File: src/rtl/calc_store_pkg.sv
package calc_store_pkg;
    localparam int SLOTS     = 11;
    localparam int SLOT_W    = 4;
    localparam int BCD_W     = 4;
    localparam int SIGN_SLOT = 8;
    localparam int OVF_SLOT  = 9;
    localparam int GAP_SLOT  = 10;
    localparam int NUM_REGS  = 3;
    localparam int CONST_W   = 9;

    typedef struct packed {
        logic [SLOT_W-1:0] slot;
    } ctr_state_t;
endpackage

File: src/rtl/loop_slot_ctr.sv
module loop_slot_ctr
    import calc_store_pkg::*;
#(
    parameter int NSLOT = SLOTS
) (
    input  logic              clk,
    input  logic              rst_n,
    output logic [SLOT_W-1:0] slot,
    output logic              at_first
);
    localparam logic [SLOT_W-1:0] LAST = SLOT_W'(NSLOT - 1);

    ctr_state_t st_d, st_q;

    always_comb begin
        st_d = st_q;
        if (st_q.slot == LAST) st_d.slot = '0;
        else                   st_d.slot = st_q.slot + 1'b1;
    end

    always_ff @(posedge clk or negedge rst_n) begin
        if (!rst_n) st_q <= '0;
        else        st_q <= st_d;
    end

    assign slot     = st_q.slot;
    assign at_first = (st_q.slot == '0);

    AST_SLOT_WRAP: assert property (@(posedge clk) disable iff (!rst_n)
        (slot == LAST) |=> (slot == '0));
    AST_SLOT_STEP: assert property (@(posedge clk) disable iff (!rst_n)
        (slot != LAST) |=> (slot == $past(slot) + 1'b1));
endmodule

File: src/rtl/digit_loop.sv
module digit_loop
    import calc_store_pkg::*;
#(
    parameter int NSLOT = SLOTS,
    parameter int DW    = BCD_W
) (
    input  logic              clk,
    input  logic              rst_n,
    input  logic              clr,
    input  logic [SLOT_W-1:0] slot,
    input  logic              we,
    input  logic [DW-1:0]     wdig,
    output logic [DW-1:0]     head
);
    localparam logic [SLOT_W-1:0] S_SIGN = SLOT_W'(SIGN_SLOT);
    localparam logic [SLOT_W-1:0] S_OVF  = SLOT_W'(OVF_SLOT);
    localparam logic [SLOT_W-1:0] S_GAP  = SLOT_W'(GAP_SLOT);

    logic [NSLOT-1:0] ring_d [DW];
    logic [NSLOT-1:0] ring_q [DW];
    logic [DW-1:0]    entry_d;
    logic [DW-1:0]    tail_w;
    logic             is_flag, is_gap;

    assign is_flag = (slot == S_SIGN) || (slot == S_OVF);
    assign is_gap  = (slot == S_GAP);

    always_comb begin
        entry_d = head;
        if (we)      entry_d = wdig;
        if (is_flag) entry_d[DW-1:1] = '0;
        if (is_gap)  entry_d = '0;
    end

    for (genvar b = 0; b < DW; b++) begin : g_bit
        assign head[b]   = ring_q[b][0];
        assign tail_w[b] = ring_q[b][NSLOT-1];

        always_comb begin
            if (clr) ring_d[b] = '0;
            else     ring_d[b] = {entry_d[b], ring_q[b][NSLOT-1:1]};
        end

        always_ff @(posedge clk or negedge rst_n) begin
            if (!rst_n) ring_q[b] <= '0;
            else        ring_q[b] <= ring_d[b];
        end
    end

    AST_GAP_ZERO: assert property (@(posedge clk) disable iff (!rst_n)
        is_gap |-> (head == '0));
    AST_FLAG_BITS: assert property (@(posedge clk) disable iff (!rst_n)
        is_flag |-> (head[DW-1:1] == '0));
    AST_RECIRC: assert property (@(posedge clk) disable iff (!rst_n)
        (!clr && !we && !is_gap) |=> (tail_w == $past(head)));
    AST_CLEAR_RING: assert property (@(posedge clk) disable iff (!rst_n)
        clr |=> (head == '0));
endmodule

File: src/rtl/const_store.sv
module const_store
    import calc_store_pkg::*;
#(
    parameter int CW = CONST_W
) (
    input  logic          clk,
    input  logic          rst_n,
    input  logic          clr,
    input  logic          ld,
    input  logic [CW-1:0] din,
    output logic [CW-1:0] q
);
    logic [CW-1:0] val_d, val_q;

    always_comb begin
        val_d = val_q;
        if (clr)     val_d = '0;
        else if (ld) val_d = din;
    end

    always_ff @(posedge clk or negedge rst_n) begin
        if (!rst_n) val_q <= '0;
        else        val_q <= val_d;
    end

    assign q = val_q;

    AST_CONST_HOLD: assert property (@(posedge clk) disable iff (!rst_n)
        (!clr && !ld) |=> $stable(q));
    AST_CONST_LOAD: assert property (@(posedge clk) disable iff (!rst_n)
        (!clr && ld) |=> (q == $past(din)));
    AST_CONST_CLR: assert property (@(posedge clk) disable iff (!rst_n)
        clr |=> (q == '0));
endmodule

File: src/rtl/calc_digit_store.sv
module calc_digit_store
    import calc_store_pkg::*;
#(
    parameter int NREG  = NUM_REGS,
    parameter int DW    = BCD_W,
    parameter int CW    = CONST_W,
    parameter int NSLOT = SLOTS
) (
    input  logic               clk,
    input  logic               rst_n,
    input  logic               clr,
    output logic [SLOT_W-1:0]  slot_idx,
    output logic               frame_start,
    input  logic [NREG-1:0]    wr_en,
    input  logic [NREG*DW-1:0] wr_digit,
    output logic [NREG*DW-1:0] rd_digit,
    input  logic               const_ld,
    input  logic [CW-1:0]      const_din,
    output logic [CW-1:0]      const_q
);
    logic [SLOT_W-1:0] slot_w;

    loop_slot_ctr #(.NSLOT(NSLOT)) u_ctr (
        .clk      (clk),
        .rst_n    (rst_n),
        .slot     (slot_w),
        .at_first (frame_start)
    );

    assign slot_idx = slot_w;

    for (genvar r = 0; r < NREG; r++) begin : g_reg
        digit_loop #(.NSLOT(NSLOT), .DW(DW)) u_loop (
            .clk   (clk),
            .rst_n (rst_n),
            .clr   (clr),
            .slot  (slot_w),
            .we    (wr_en[r]),
            .wdig  (wr_digit[r*DW +: DW]),
            .head  (rd_digit[r*DW +: DW])
        );
    end

    const_store #(.CW(CW)) u_const (
        .clk   (clk),
        .rst_n (rst_n),
        .clr   (clr),
        .ld    (const_ld),
        .din   (const_din),
        .q     (const_q)
    );

    AST_FRAME_ALIGN: assert property (@(posedge clk) disable iff (!rst_n)
        frame_start |=> (slot_idx == SLOT_W'(1)));
endmodule

File: config.mk
export PLATFORM = sky130hd
export DESIGN_NAME = calc_digit_store
export DESIGN_NICKNAME = d
export VERILOG_FILES = /design/src/rtl/calc_store_pkg.sv /design/src/rtl/loop_slot_ctr.sv /design/src/rtl/digit_loop.sv /design/src/rtl/const_store.sv /design/src/rtl/calc_digit_store.sv
export SDC_FILE = /design/constraint.sdc
export NUM_CORES = 1
export LEC_CHECK = 0
export CORE_MARGIN = 2
export CORE_UTILIZATION = 37
export CTS_BUF_LIST = sky130_fd_sc_hd__clkbuf_8
export DETAILED_ROUTE_END_ITERATION = 12
export MAX_ROUTING_LAYER = met4
export PLACE_DENSITY = 0.57
export SETUP_SLACK_MARGIN = 0.02
export SYNTH_ARGS = -nofsm -noshare
export SYNTH_HDL_FRONTEND = slang
export SYNTH_SLANG_ARGS = --single-unit
export TNS_END_PERCENT = 100
File: constraint.sdc
create_clock -name clk -period 1.2 [get_ports clk]
set_input_delay 0.24 -clock clk [delete_from_list [all_inputs] [get_ports clk]]
set_output_delay 0.24 -clock clk [all_outputs]
set_load 0.02 [all_outputs]
* Yosys cells after proc, flatten, opt, wreduce, memory -nomap -nowiden *
Index checks and enable logic that the tools add are counted.

word-level totals
  register bits after elaboration = 145
  input bits = 28
  output and inout port bits = 26
  logic and storage cells = 45

cells by class
  add/sub/neg operators = 1
  equality and inequality tests = 3
  mux-type cells = 24
  reductions and logical operators = 3

operators by type and width
  cell                   count
  $mux W11               12
  $mux W4                7
  $mux W9                2
  $eq A4 B4 Y1 const B   3
  $mux W3                3
  $add A4 B1 Y4 const B  1
  $logic_not A4 Y1       1
  $reduce_bool A2 Y1     1
  $logic_or A1 B1 Y1     1

* Logic depth before layout (Yosys ltp) *
  word-level depth = 5
  mapped depth = 4
  depth with buffers taken out = 3

* Modules after synthesis *
Synthesis repeated with hierarchy kept, for this count alone.

unflattened totals
  cells, all modules = 356
  area, all modules = 5,049.8 µm²

modules (own cells, without submodules)
  module         times used  cells an instance  area each (µm²)  sequential area each (µm²)
  digit_loop     3           104                1,503.9          1,101.1
  const_store    1           29                 364.1            225.2
  loop_slot_ctr  1           15                 173.9            100.1

* Worst setup path after synthesis *
Ideal clock, no wire load.

  kind = register -> output
  from = register u_ctr.st_q (netlist bit u_ctr.slot[0])
  to = output port frame_start
  arrival = 1.256 ns
  data required time = 0.960 ns
  slack = -0.296 ns
  stages on the path, launching flop included = 2
  buffers on the path = 0
  cells stage by stage = dfrtp_1 > nor4_1

between the ends
  cells in the longest elaborated chain, start to end = 1

ends and longest elaborated chain
  item                    RTL line                RTL
  from (decl)             loop_slot_ctr.sv:13     ctr_state_t st_d, st_q;
  from (signal assigned)  loop_slot_ctr.sv:23     else st_q <= st_d;
  $logic_not A4 Y1        loop_slot_ctr.sv:27     assign at_first = (st_q.slot == '0);
  to (decl)               calc_digit_store.sv:13  output logic frame_start,

No other way between the ends.

* Worst setup path in the final report *
Ends and elaborated chain as after synthesis.

==> reports/qor.txt <==
DR vias/cell = 4.22
Simple-Gate Fraction of Synth Area = 17.5%
Flop pwr share = 53.0%
crit end category = output pin
HPWL after DPL = 4760 µm
Worst slew margin = 79.5%
FF/Latch Area = 3630 µm²
switching pwr = 2.01 mW
vias in the first global route = 2724
max cap viols = 0
Ports = 54
insertion delay to the later sink of the worst-skew pair = 430 ps
DR WL/cell = 13.3 µm
layout cells sized above 1 = 22.6%
Syn Area/Cell = 14.0 µm²
initial antenna violation count = 0
Die Span Y = 120 µm
1st-pass router iterations = 4
Critical Path RT = 960 ps
Multi-input gate area = 1180 µm²
PD cells = 1480 nW/µm²
multiplexer share of the synthesized area = 4.25%
area delta synth->final = 28.1%
total gr overflow = 0
area of the mapped netlist = 4940 µm²
DRT Wirelength = 8170 µm
Main synth FF type = dfrtp_1
# nets final = 453
final non-filler cell total = 614
Via Count = 2591
combinational power share = 5.2%
crit path from = u_ctr.slot[0]
post-route antenna net violation count = 0
Setup Crit Path Kind = register to output pin
Die ar. = 14300 µm²
Rows = 42
final period utilization = 127%
R2R Setup Slk = -100 ps
RSZ-0062 raised after global routing = yes
deepest clock path buffer count = 2
WP buf/inv = 1
clock share of power = 41.9%
sequential cell area fraction in the yosys report = 73.4%
Die X = 120 µm
FF-to-FF End = u_ctr.slot[1]
Crit path depth = 2
GRT Total Usage = 12.7%
Final Hold Fails = 0
first-pass GRT wire length = 13600 µm
Top Family by Delay on Critical Path = flip-flops
starting density of the core = 37.6%
EDFF count, synth = 0
fin. max-slew vios = 0
worst-path cell chain = nor4_4 > buf_4
fill count = 1162
Arr. time, crit path = 1280 ps
compound-gate portion of the synthesized area = 0.860%
status = complete, but fails checks
# DRC = 0
Synth Area in Adders = 0%
fin crit period = 1520 ps
core area = 13100 µm²
diode count = 0
largest family of logic cells by synthesized area = simple AND/OR/NAND/NOR gates
CTS sink cnt = 145
P_int = 7.35 mW
synthesis-stage register bit count = 145
Final setup viols = 23
CP startpoint kind = register
clock root cell = clkbuf_8
worst r2r src = u_ctr.slot[2]
Setup TNS Final = -1380 ps
worst hold path type = primary input to register
Post-synth ARST share = 100%
r2r worst-path depth = 6
final worst slack = -322 ps
Ys Warns = 0
switching share of power = 21.5%
dpl cells = 568
post-synth cell types = 21
Num CTS Buffers = 17
port bufs = 53
Worst path max stage delay = 410 ps
crit-path max FO = 2
post-synthesis xor/xnor area fraction = 0.177%
failing checks = setup timing
Cells after Synth = 352
gp weighted congestion = 0.699
critical path endpoint = frame_start
CTS tree = built
largest net degree at the start of global routing = 66
Peak Freq = 0.657 GHz
clk_skew = 8.91 ps
syn_nets = 380
Max VDD drop = 0.780 mV
# H-tree levels = 4
DR iter-0 viols = 142
CP max stage cell = dfrtp_1
Lkg Pwr = 3.15 nW
Clk pin slew, worst setup/hold paths = 70 ps
Slew @ Worst Pin = 299 ps
worst register-to-register path, stage by stage (launching register included):
cell and delay, ps:
dfrtp_1 430, buf_6 140, buf_6 100, nor2b_4 40, buf_6 120, or3b_1 330
o21ai_1 80
sequential cells by signal, indices dropped and copies added (netlist names):
register / count
u_const.q: 9
g.u_loop.head: 12
g.u_loop.ring_q: 120
u_ctr.slot: 4
timing repair:
action / 4_1_cts / 5_1_grt
endpoints found under the setup margin: 40 / 31
buffers inserted: 6 / 7
gates resized for setup: 165 / 6
hold buffers: 1 / 0
pin swaps: 4 / 5
endpoints found under the hold margin: 145 / 0
synth_stat cells, drive strengths merged (2+ instances only):
cell type,count,area share (%)
mux2i,21,4.3
clkbuf,4,0.30
dfrtp,145,73
o21ai,2,0.20
nor2b,121,15
inv,2,0.15
nor2,21,1.6
buf,27,3.4
how the worst min path moves through the flow:
stage / from / to / slack [ps] / depth (start not counted)
detailed placement: rst_n / g_reg[2].u_loop.ring_q[1] / 110 / 1
global placement: rst_n / g_reg[2].u_loop.ring_q[1] / 110 / 1
global route: clr / g_reg[2].u_loop.ring_q[42] / 60 / 2
floorplan: rst_n / g_reg[0].u_loop.head[0] / -60 / 0
CTS: clr / g_reg[2].u_loop.ring_q[42] / 70 / 2
finish: clr / g_reg[2].u_loop.ring_q[42] / 90 / 2
area by class of cell:
| type | instances | area share [%] |
|---|---|---|
| multi-input combinational | 174 | 18.6 |
| clock inverter | 12 | 2.21 |
| clock buffer | 20 | 4.34 |
| timing repair buffer | 85 | 14.0 |
| inverter | 2 | 0.118 |
| sequential | 145 | 57.3 |
| tap | 176 | 3.48 |
routing by layer:
layer  track usage, %  wire length [µm]  vias to the layer above
met4             4.85                87                        0
met1             16.9              3860                     1321
met2             18.1              3900                       42
li1                 -                 -                     1221
met5                -                 0                        -
met3             4.61               314                        7
power by group through the flow:
| stage | sequential, mW | clock [mW] | combinational [mW] |
|---|---|---|---|
| 3_5_place_dp | 5.05 | 0 | 0.480 |
| 6_report | 4.96 | 3.92 | 0.483 |
| 3_3_place_gp | 5.05 | 0 | 0.472 |
| 5_1_grt | 4.96 | 4.27 | 0.536 |
| 2_1_floorplan | 5.07 | 0 | 0.156 |
| 4_1_cts | 4.96 | 4.05 | 0.497 |
through the flow:
stage                     utilization (%)  worst slack [ps]  area (µm²)  power, mW  hold slack, ps
after floorplan                         -              3.04        4960       5.23           -55.6
after global placement               43.6              -334        5730       5.52             106
after detailed placement             43.6              -353        5730       5.53             108
after CTS                            47.6              -373        6260       9.50            67.5
after global routing                 48.2              -425        6340       9.76            62.4
final                                48.2              -322        6340       9.37            93.6
cell usage in the layout (no fill, tap or decap), types with 2 or more instances in the layout:
cell	n
nor2b_1	120
o21ai_1	2
mux2i_1	21
clkdlybuf4s50_1	25
nor2_1	20
clkinvlp_4	3
clkbuf_8	20
buf_4	22
dfrtp_1	144
buf_6	32
inv_1	3
clkinv_2	4
buf_12	5
bufinv_16	3
cell families (layout without fill, tap and decap cells):
logic type                after synthesis  count (layout)
buffers and inverters                  33             119
AOI/OAI and AO/OA                       6               6
xor gates and xnor gates                1               1
muxes                                  21              21
and+or+nand+nor                       146             146
DFF                                   145             145
Power figures use the tool's default switching activity.
